## config.mk

```make
export PLATFORM = sky130hd
export DESIGN_NAME = hop_sequencer
export DESIGN_NICKNAME = d
export VERILOG_FILES = /design/src/rtl/hop_seq_pkg.sv /design/src/rtl/hop_cfg_regs.sv /design/src/rtl/hop_path_step.sv /design/src/rtl/hop_dwell_timer.sv /design/src/rtl/hop_sequencer.sv
export SDC_FILE = /design/constraint.sdc
export NUM_CORES = 1
export LEC_CHECK = 0
export BUFFER_PORTS_ARGS = -buffer_cell sky130_fd_sc_hd__buf_4
export CORE_MARGIN = 8
export CORE_UTILIZATION = 40
export CTS_BUF_LIST = sky130_fd_sc_hd__clkbuf_2
export DETAILED_ROUTE_END_ITERATION = 10
export GPL_ROUTABILITY_DRIVEN = 0
export PLACE_DENSITY_LB_ADDON = 0.08
export SYNTH_ARGS = -nofsm -noshare
export SYNTH_HDL_FRONTEND = slang
export SYNTH_SLANG_ARGS = --single-unit
```

## constraint.sdc

```tcl
create_clock -name clk -period 7.4 [get_ports clk]
set_input_delay 2.22 -clock clk [delete_from_list [all_inputs] [get_ports clk]]
set_output_delay 2.22 -clock clk [all_outputs]
set_load 0.01 [all_outputs]
```

## src/rtl/hop_seq_pkg.sv

```systemverilog
package hop_seq_pkg;

    // Field selector within one path's group of four registers.
    typedef enum logic [1:0] {
        FLD_START = 2'd0,
        FLD_STOP  = 2'd1,
        FLD_STEP  = 2'd2,
        FLD_PHASE = 2'd3
    } hop_fld_e;

    localparam int unsigned HOP_FIELDS = 4;
    localparam int unsigned HOP_NPATH  = 2;   // 0 = transmit, 1 = receive

    // Frequency word for a whole number of MHz at a converter rate of conv_mhz.
    function automatic longint unsigned mhz_to_word(input int unsigned mhz,
                                                    input int unsigned conv_mhz,
                                                    input int unsigned frac_bits);
        longint unsigned num;
        num = longint'(mhz) << frac_bits;
        return num / longint'(conv_mhz);
    endfunction

endpackage

```

## src/rtl/hop_cfg_regs.sv

```systemverilog
module hop_cfg_regs
    import hop_seq_pkg::*;
#(
    parameter int unsigned FREQ_W    = 48,
    parameter int unsigned PH_W      = 18,
    parameter int unsigned DWELL_W   = 28,
    parameter int unsigned ADDR_W    = 4,
    parameter int unsigned NPATH     = 2,
    parameter logic [FREQ_W-1:0]  DEF_STOP  = '0,
    parameter logic [FREQ_W-1:0]  DEF_STEP  = '0,
    parameter logic [DWELL_W-1:0] DEF_DWELL = '0
) (
    input  logic                            clk,
    input  logic                            rst_n,
    input  logic                            we,
    input  logic [ADDR_W-1:0]               addr,
    input  logic [FREQ_W-1:0]               wdata,
    output logic [NPATH-1:0][FREQ_W-1:0]    sh_start,
    output logic [NPATH-1:0][FREQ_W-1:0]    sh_stop,
    output logic [NPATH-1:0][FREQ_W-1:0]    sh_step,
    output logic [NPATH-1:0][PH_W-1:0]      sh_phase,
    output logic [DWELL_W-1:0]              sh_dwell
);

    localparam int unsigned GRP_W     = ADDR_W - 2;
    localparam logic [GRP_W-1:0] DWELL_GRP = GRP_W'(NPATH);

    typedef struct packed {
        logic [NPATH-1:0][FREQ_W-1:0] start;
        logic [NPATH-1:0][FREQ_W-1:0] stop;
        logic [NPATH-1:0][FREQ_W-1:0] step;
        logic [NPATH-1:0][PH_W-1:0]   phase;
        logic [DWELL_W-1:0]           dwell;
    } regs_t;

    regs_t r_d, r_q;

    logic [GRP_W-1:0] grp;
    hop_fld_e         fld;

    assign grp = addr[ADDR_W-1:2];
    assign fld = hop_fld_e'(addr[1:0]);

    always_comb begin
        r_d = r_q;
        if (we) begin
            for (int p = 0; p < int'(NPATH); p++) begin
                if (grp == GRP_W'(p)) begin
                    unique case (fld)
                        FLD_START: r_d.start[p] = wdata;
                        FLD_STOP:  r_d.stop[p]  = wdata;
                        FLD_STEP:  r_d.step[p]  = wdata;
                        FLD_PHASE: r_d.phase[p] = wdata[PH_W-1:0];
                        default:   ;
                    endcase
                end
            end
            if (grp == DWELL_GRP && fld == FLD_START) begin
                r_d.dwell = wdata[DWELL_W-1:0];
            end
        end
    end

    always_ff @(posedge clk or negedge rst_n) begin
        if (!rst_n) begin
            for (int p = 0; p < int'(NPATH); p++) begin
                r_q.start[p] <= '0;
                r_q.stop[p]  <= DEF_STOP;
                r_q.step[p]  <= DEF_STEP;
                r_q.phase[p] <= '0;
            end
            r_q.dwell <= DEF_DWELL;
        end else begin
            r_q <= r_d;
        end
    end

    assign sh_start = r_q.start;
    assign sh_stop  = r_q.stop;
    assign sh_step  = r_q.step;
    assign sh_phase = r_q.phase;
    assign sh_dwell = r_q.dwell;

endmodule

```

## src/rtl/hop_path_step.sv

```systemverilog
module hop_path_step #(
    parameter int unsigned FREQ_W = 48
) (
    input  logic [FREQ_W-1:0] cur,
    input  logic [FREQ_W-1:0] start,
    input  logic [FREQ_W-1:0] stop,
    input  logic [FREQ_W-1:0] step,
    output logic [FREQ_W-1:0] nxt
);

    localparam int unsigned EXT_W = FREQ_W + 1;

    logic signed [EXT_W-1:0] sum_x;
    logic signed [EXT_W-1:0] stop_x;
    logic                    descending;
    logic                    overrun;

    always_comb begin
        // One guard bit so the comparison sees the true sum even near full scale.
        sum_x      = $signed({cur[FREQ_W-1], cur}) + $signed({step[FREQ_W-1], step});
        stop_x     = $signed({stop[FREQ_W-1], stop});
        descending = step[FREQ_W-1];
        overrun    = descending ? (sum_x < stop_x) : (sum_x > stop_x);
        nxt        = overrun ? start : sum_x[FREQ_W-1:0];
    end

endmodule

```

## src/rtl/hop_dwell_timer.sv

```systemverilog
module hop_dwell_timer #(
    parameter int unsigned DWELL_W = 28,
    parameter logic [DWELL_W-1:0] DEF_DWELL = '0
) (
    input  logic               clk,
    input  logic               rst_n,
    input  logic               clear,
    input  logic [DWELL_W-1:0] dwell_in,
    output logic               tick
);

    typedef struct packed {
        logic [DWELL_W-1:0] cnt;
        logic [DWELL_W-1:0] limit;
    } tmr_t;

    tmr_t t_d, t_q;
    logic [DWELL_W:0] cnt_plus;

    always_comb begin
        t_d      = t_q;
        cnt_plus = {1'b0, t_q.cnt} + 1'b1;
        tick     = 1'b0;
        if (clear) begin
            t_d.cnt   = '0;
            t_d.limit = dwell_in;
        end else if (cnt_plus >= {1'b0, t_q.limit}) begin
            tick      = 1'b1;
            t_d.cnt   = '0;
            t_d.limit = dwell_in;
        end else begin
            t_d.cnt = cnt_plus[DWELL_W-1:0];
        end
    end

    always_ff @(posedge clk or negedge rst_n) begin
        if (!rst_n) begin
            t_q.cnt   <= '0;
            t_q.limit <= DEF_DWELL;
        end else begin
            t_q <= t_d;
        end
    end

endmodule

```

## src/rtl/hop_sequencer.sv

```systemverilog
module hop_sequencer
    import hop_seq_pkg::*;
#(
    parameter int unsigned FREQ_W       = 48,
    parameter int unsigned PH_W         = 18,
    parameter int unsigned DWELL_W      = 28,
    parameter int unsigned ADDR_W       = 4,
    parameter int unsigned CONV_MHZ     = 2048,
    parameter int unsigned DEF_STEP_MHZ = 25,
    parameter int unsigned DEF_STOP_MHZ = 500,
    parameter int unsigned DEF_DWELL    = 8192
) (
    input  logic              clk,
    input  logic              rst_n,
    input  logic              enable,
    input  logic              cfg_we,
    input  logic [ADDR_W-1:0] cfg_addr,
    input  logic [FREQ_W-1:0] cfg_wdata,
    output logic [FREQ_W-1:0] tx_freq,
    output logic [PH_W-1:0]   tx_phase,
    output logic              tx_nco_rst,
    output logic              tx_update,
    output logic [FREQ_W-1:0] rx_freq,
    output logic [PH_W-1:0]   rx_phase,
    output logic              rx_nco_rst,
    output logic              rx_update
);

    localparam int unsigned NPATH = HOP_NPATH;
    localparam logic [FREQ_W-1:0] DEF_STEP_W =
        FREQ_W'(mhz_to_word(DEF_STEP_MHZ, CONV_MHZ, FREQ_W));
    localparam logic [FREQ_W-1:0] DEF_STOP_W =
        FREQ_W'(mhz_to_word(DEF_STOP_MHZ, CONV_MHZ, FREQ_W));
    localparam logic [DWELL_W-1:0] DEF_DWELL_W = DWELL_W'(DEF_DWELL);

    typedef struct packed {
        logic                         armed;
        logic                         upd;
        logic                         nrst;
        logic [NPATH-1:0][FREQ_W-1:0] freq;
        logic [NPATH-1:0][PH_W-1:0]   phase;
    } seq_t;

    logic [NPATH-1:0][FREQ_W-1:0] sh_start, sh_stop, sh_step, nxt_freq;
    logic [NPATH-1:0][PH_W-1:0]   sh_phase;
    logic [DWELL_W-1:0]           sh_dwell;
    logic                         tmr_clear;
    logic                         tmr_tick;

    seq_t st_d, st_q;

    hop_cfg_regs #(
        .FREQ_W    (FREQ_W),
        .PH_W      (PH_W),
        .DWELL_W   (DWELL_W),
        .ADDR_W    (ADDR_W),
        .NPATH     (NPATH),
        .DEF_STOP  (DEF_STOP_W),
        .DEF_STEP  (DEF_STEP_W),
        .DEF_DWELL (DEF_DWELL_W)
    ) u_regs (
        .clk      (clk),
        .rst_n    (rst_n),
        .we       (cfg_we),
        .addr     (cfg_addr),
        .wdata    (cfg_wdata),
        .sh_start (sh_start),
        .sh_stop  (sh_stop),
        .sh_step  (sh_step),
        .sh_phase (sh_phase),
        .sh_dwell (sh_dwell)
    );

    for (genvar p = 0; p < int'(NPATH); p++) begin : g_path
        hop_path_step #(
            .FREQ_W (FREQ_W)
        ) u_step (
            .cur   (st_q.freq[p]),
            .start (sh_start[p]),
            .stop  (sh_stop[p]),
            .step  (sh_step[p]),
            .nxt   (nxt_freq[p])
        );
    end

    assign tmr_clear = !enable || st_q.armed;

    hop_dwell_timer #(
        .DWELL_W   (DWELL_W),
        .DEF_DWELL (DEF_DWELL_W)
    ) u_timer (
        .clk      (clk),
        .rst_n    (rst_n),
        .clear    (tmr_clear),
        .dwell_in (sh_dwell),
        .tick     (tmr_tick)
    );

    always_comb begin
        st_d      = st_q;
        st_d.upd  = 1'b0;
        st_d.nrst = 1'b0;
        if (!enable) begin
            st_d.armed = 1'b1;
            st_d.freq  = sh_start;
            st_d.phase = sh_phase;
        end else if (st_q.armed) begin
            st_d.armed = 1'b0;
            st_d.upd   = 1'b1;
            st_d.nrst  = 1'b1;
            st_d.freq  = sh_start;
            st_d.phase = sh_phase;
        end else if (tmr_tick) begin
            st_d.upd   = 1'b1;
            st_d.freq  = nxt_freq;
            st_d.phase = sh_phase;
        end
    end

    always_ff @(posedge clk or negedge rst_n) begin
        if (!rst_n) begin
            st_q       <= '0;
            st_q.armed <= 1'b1;
        end else begin
            st_q <= st_d;
        end
    end

    assign tx_freq    = st_q.freq[0];
    assign tx_phase   = st_q.phase[0];
    assign tx_nco_rst = st_q.nrst;
    assign tx_update  = st_q.upd;
    assign rx_freq    = st_q.freq[1];
    assign rx_phase   = st_q.phase[1];
    assign rx_nco_rst = st_q.nrst;
    assign rx_update  = st_q.upd;

endmodule

```

# Word-level counts from Yosys, hierarchy flattened
# Index checks and enable logic that the tools add are counted.
[totals] ff_bits=543 out_inout_bits=136 input_bits=56 word_cells=64
[op_classes] n_lt_le_gt_ge=5 n_eq_ne=6 n_reduce_logical=15 mux=17 add_sub_neg=3
[op_table] operator="$mux W132" n=3
[op_table] operator="$add A48 B48 Y49" n=2
[op_table] operator="$gt A49 B48 Y1" n=2
[op_table] operator="$lt A49 B48 Y1" n=2
[op_table] operator="$mux W48" n=2
[op_table] operator="$mux W28" n=2
[op_table] operator="$mux W56" n=1
[op_table] operator="$add A28 B1 Y29 const B" n=1
[op_table] operator="$ge A29 B28 Y1" n=1
[op_table] operator="$reduce_and A3 Y1" n=8
[op_table] operator="$mux W1" n=8
[op_table] operator="$eq A2 B2 Y1 const B" n=3
[op_table] operator="$eq A2 B1 Y1 const B" n=2
[op_table] operator="$logic_not A2 Y1" n=2
[op_table] operator="$ne A3 B1 Y1 const B" n=1
[op_table] operator="$mux W2" n=1
[op_table] operator="$reduce_and A2 Y1" n=1
[op_table] operator="$reduce_bool A2 Y1" n=1
[op_table] operator="$logic_and A1 B1 Y1" n=1
[op_table] operator="$logic_not A1 Y1" n=1
[op_table] operator="$logic_or A1 B1 Y1" n=1

# Longest topological paths before layout
[logic_depth] ltp_word=7 depth_mapped=25 mapped_depth_nobuf=24

# Cells and area by module
# Synthesis repeated with hierarchy kept, for this count alone.
[hier_totals] hier_cells=2804 hier_area_um2=32662.6
[by_module_without_submodules] mod="hop_cfg_regs" instances=1 seq_area_each_um2=8832.2 area_per_inst_um2=13081.3 cells_each=755
[by_module_without_submodules] mod="hop_sequencer" instances=1 seq_area_each_um2=3379.5 area_per_inst_um2=7398.3 cells_each=530
[by_module_without_submodules] mod="hop_path_step (g_path[1].u_step)" instances=1 seq_area_each_um2=0.0 area_per_inst_um2=4520.6 cells_each=623
[by_module_without_submodules] mod="hop_path_step (g_path[0].u_step)" instances=1 seq_area_each_um2=0.0 area_per_inst_um2=4433.0 cells_each=600
[by_module_without_submodules] mod="hop_dwell_timer" instances=1 seq_area_each_um2=1402.6 area_per_inst_um2=3229.3 cells_each=296

# Least setup slack after synthesis
# OpenSTA, ideal clock, no wires.
[synth_timing] path_type="register to register" startpoint="register st_q, in the netlist rx_freq[0]" endpoint="register st_q, in the netlist rx_freq[11]" arrival_time_ns=5.136 slack_ns=2.131 stages_incl_launch_ff=24 period_less_slack_ns=5.269 setup_ns=0.133 required_time_ns=7.267 path_cell_list="dfrtp_1 ha_1 inv_1 fa_1 nand2b_1 a21oi_1 o41a_1 o2111a_1 nor4_1 o31a_1 o41a_1 a211oi_1 o22ai_1 ha_1 nand4_1 nor4_1 and2_1 a21oi_1 o21a_1 o211ai_1 buf_2 buf_1 mux2i_1 o21ai_0"
[synth_between] elab_chain_cells=7 word_cells_on_any_way=8 classes_between="1 x add/sub; 2 x order compare; 5 x mux"
[synth_lines] item="start: declaration" line_no="hop_sequencer.sv:50" rtl="seq_t st_d, st_q;"
[synth_lines] item="start signal: assignment" line_no="hop_sequencer.sv:125" rtl="st_q <= st_d;"
[synth_lines] item="$add A48 B48 Y49 *" line_no="hop_path_step.sv:20" rtl="sum_x = $signed({cur[FREQ_W-1], cur}) + $signed({step[FREQ_W-1], step});"
[synth_lines] item="$gt A49 B48 Y1 or $lt A49 B48 Y1 (tied branches)" line_no="hop_path_step.sv:23" rtl="overrun = descending ? (sum_x < stop_x) : (sum_x > stop_x);"
[synth_lines] item="$mux W1" line_no="hop_path_step.sv:23"
[synth_lines] item="$mux W48 *" line_no="hop_path_step.sv:24" rtl="nxt = overrun ? start : sum_x[FREQ_W-1:0];"
[synth_lines] item="$mux W132 *" line_no="hop_sequencer.sv:113" rtl="end else if (tmr_tick) begin"
[synth_lines] item="$mux W132 *" line_no="hop_sequencer.sv:107" rtl="end else if (st_q.armed) begin"
[synth_lines] item="$mux W132 *" line_no="hop_sequencer.sv:103" rtl="if (!enable) begin"
# Mark *: on every way between the ends. The rest lies on a longest branch, timed or not. The select of a mux whose other input is x is not followed.
# A chain may end at the register's enable or synchronous reset.

# Final worst setup path
[layout_timing] startpoint="register st_q, in the netlist tx_freq[14]" endpoint="register st_q, in the netlist tx_freq[7]"
[layout_between] elab_chain_cells=7 word_cells_on_any_way=8 classes_between="1 x add/sub; 2 x order compare; 5 x mux"
[layout_lines] item="$add A48 B48 Y49 *" line_no="hop_path_step.sv:20"
[layout_lines] item="$gt A49 B48 Y1 or $lt A49 B48 Y1 (tied branches)" line_no="hop_path_step.sv:23"
[layout_lines] item="$mux W1 *" line_no="hop_path_step.sv:23"
[layout_lines] item="$mux W48 *" line_no="hop_path_step.sv:24"
[layout_lines] item="$mux W132 *" line_no="hop_sequencer.sv:113"
[layout_lines] item="$mux W132 *" line_no="hop_sequencer.sv:107"
[layout_lines] item="$mux W132 *" line_no="hop_sequencer.sv:103"
# Marked as above.

==> out/results.tsv <==
stage	metric	value	unit
status	status	complete, no violations	
critical_path	required	8.54	ns
drt	routed.top_layer	met4	
sta	hold_viol_final	0	
sta	rsz0062_at_grt	no	
power_and_ir_drop	power_frac_comb	52.1	%
drt	first_pass_iters	8	
clocking	clk_latency	1.36	ns
sta	tightest_slew	1.03	ns
synth	synth_area	30900	µm²
synth	yosysSeqAreaShare	44.1	%
drt	drc	0	
placed_design	portBuffers	191	
drt	vias_per_cell	5.26	
global_route	grt_usage	21.1	%
run	drv_cap	0	
critical_path	cp_max_fo	37	
die	initial_utilization	40.2	%
synth	yosysTopAreaCellShare	42.3	%
synth	yosys.area.top_type	dfrtp_1	
clocking	clockBufferDepth	3	
synth	syn_area_per_cell	9.92	µm²
power_and_ir_drop	p_sw	6.23	mW
critical_path	timing.rr.start	tx_freq[14]	
power_and_ir_drop	swShare	44.2	%
die	ios	192	
power_and_ir_drop	leakagePower	17.0	nW
global_route	grt_max_degree	162	
drt	ant_nets	0	
synth	synth_edf_count	0	
power_and_ir_drop	pwr-share-seq	30.7	%
synth	yosysWarnings	0	
die	rows	102	
sta	clock_skew	0.101	ns
clocking	cts_setup_buffers	0	
synth	async_flop_share	100	%
clocking	cts_tree	built	
drt	drt_first_iter_violations	1235	
global_route	grt_pass1_vias	24017	
critical_path	r2r_slack	0.65	ns
clocking	cts-buffers-inserted	161	
critical_path	crit_arrival	7.89	ns
layout	final_nets	3497	
worst_hold_path	worst_hold_path.num_cells	2	
synth	synth_most_common_cell	dfrtp_1	
synth	synth_ff_type	dfrtp_1	
sta	setup_tns	0	ns
clocking	cts_hold_buffers	0	
die	dieArea	86400	µm²
layout	syn_to_final_growth	9.86	%
worst_hold_path	holdPathEnd	rx_phase[1]	
sta	drv_slew	0	
die	die_w	294	µm
worst_hold_path	hold_path_class	reg -> reg	
sta	max_freq	148	MHz
power_and_ir_drop	internal_power	7.87	mW
global_route	grt_antenna_before_repair	5	
drt	wl_per_cell	20.8	µm
layout	layout-drive-gt1-share	23.2	%
critical_path	end_kind	register	
critical_path	reg2reg_to	tx_freq[7]	
drt	totalWireLength	91300	µm
critical_path	critPathLaunchType	register	
critical_path	rr_worst_depth	21	
drt	detail_route.wirelength.met1	41200	µm
placed_design	dp_hpwl	64600	µm
synth	synth.distinct_cells	79	
power_and_ir_drop	p_clk_share	17.2	%
synth	ys_seq_elements	543	
synth	netlist_top_cells_count	dfrtp_1 (522), nand2_1 (431), o21ai_0 (269), mux2_2 (257), ha_1 (223)	
clocking	htree_num_levels	4	
die	die_h	294	µm
power_and_ir_drop	p_per_area	415	nW/µm²
sta	setup_viol	0	
critical_path	worstSetupPathType	reg -> reg	
clocking	clockRootBuffer	clkbuf_2	
synth	synth_area_leaders	dfrtp_1 (42%), mux2_2 (9.4%), ha_1 (9.0%)	
drt	wl_met3	4580	µm
global_route	overflow	0	
sta	relSlewSlack	31.1	%
global_route	grt_pass1_wl	142000	µm
worst_hold_path	min-delay-start	u_regs.sh_phase[19]	
drt	wl_met2	43200	µm
drt	vias	23078	
clocking	clock-sinks	543	
clocking	cts_resized	0	
synth	syn_inst	3114	
clocking	path_clk_slew	0.11	ns
sta	min_period_over_period	91.2	%
sta	fin_crit	6.75	ns
sta	timing.hold.ws	0.459	ns
power_and_ir_drop	peakVddDrop	0.159	mV
die	core	77000	µm²
synth	synth_fp_nets	3395	
cell usage in the layout, fill, tap and decap left out, types with 21 or more instances in the layout:
cell,n
mux2_2,257
dfrtp_1,522
a21o_1,81
ha_1,223
a21oi_1,149
mux2i_1,76
dfstp_2,21
buf_4,208
and3_1,48
nand2_1,428
xor2_1,39
nor2_1,89
nand3_1,65
clkinv_1,35
nand4_1,46
o21ai_0,268
xnor2_1,72
clkbuf_2,234
inv_1,174
critical path, cell delays in order (launching register included):
cell	delay [ns]
dfrtp_1	0.41
ha_1	0.42
and4_1	0.25
and3_1	0.18
a221oi_1	0.70
o2111ai_1	0.26
o211ai_1	0.27
o21ai_0	0.20
a211o_1	0.35
a221oi_1	0.32
xnor2_1	0.18
ha_1	0.33
nand3_1	0.09
nor3_1	0.22
nand4_1	0.17
a31oi_1	0.34
a2111oi_0	0.13
o2111a_1	0.29
a31oi_4	0.52
buf_6	0.56
mux2i_1	0.24
a21oi_1	0.08
layer usage:
layer,global-route usage [%],up-vias
met5,0,-
met4,6.78,0
met3,4.49,137
met2,35.1,588
met1,27.4,11262
li1,-,11091
how the worst max path moves through the flow:
stage | slack [ns] | startpoint | to
5_1_grt | 0.18 | tx_freq[0] | tx_freq[12]
4_1_cts | 0.35 | tx_freq[0] | tx_freq[7]
3_5_place_dp | 0.43 | tx_freq[0] | tx_freq[32]
3_3_place_gp | 0.58 | tx_freq[0] | tx_freq[7]
2_1_floorplan | 2.13 | rx_freq[0] | rx_freq[11]
6_report | 0.65 | tx_freq[14] | tx_freq[7]
layout make-up:
| cell class | instances | area, µm² |
|---|---|---|
| Antenna cell | 5 | 12.5 |
| Timing Repair Buffer | 215 | 1690 |
| Inverter | 174 | 653 |
| Tap cell | 1040 | 1300 |
| Sequential cell | 543 | 13600 |
| Clock inverter | 55 | 389 |
| Clock buffer | 234 | 1170 |
| Fill cell | 7516 | 43000 |
| Multi-Input combinational cell | 2121 | 15100 |
power groups by stage:
stage | clock [mW] | sequential (mW) | combinational [mW]
finish | 2.43 | 4.33 | 7.34
floorplan | 0 | 4.15 | 5.48
global route | 2.72 | 4.43 | 8.20
global placement | 0 | 4.38 | 7.25
detailed placement | 0 | 4.40 | 7.33
CTS | 2.56 | 4.34 | 7.38
sequential cells by signal, summed over array words and instances (netlist names):
| register | flops |
|---|---|
| u_regs.sh_start | 96 |
| u_regs.sh_step | 96 |
| rx_nco_rst | 1 |
| u_regs.sh_phase | 36 |
| rx_phase | 18 |
| u_regs.sh_stop | 96 |
| rx_freq | 48 |
| u_timer.t_q | 56 |
| st_q | 1 |
| u_regs.sh_dwell | 28 |
| tx_freq | 48 |
| tx_phase | 18 |
| rx_update | 1 |
logic make-up after synthesis:
family | after synthesis | synth area share (%)
simple gates | 794 | 11.7
compound gates | 658 | 13.0
fa+ha+maj | 225 | 9.16
mux | 333 | 11.8
xor+xnor | 111 | 3.15
buf+inv | 450 | 7.17
flops | 543 | 44.1
through the flow:
stage / setup slack [ns] / cells / utilization, % / cell area (µm²) / total power, mW
2_1_floorplan: 2.13 / 3114 / - / 30900 / 9.63
3_3_place_gp: 0.584 / 4093 / 42.0 / 32400 / 11.6
3_5_place_dp: 0.425 / 4093 / 42.0 / 32400 / 11.7
4_1_cts: 0.355 / 4382 / 44.1 / 33900 / 14.3
5_1_grt: 0.176 / 4386 / 44.1 / 33900 / 15.3
6_report: 0.651 / 4387 / 44.1 / 33900 / 14.1
Note: power is estimated with default switching activity, not from simulation.
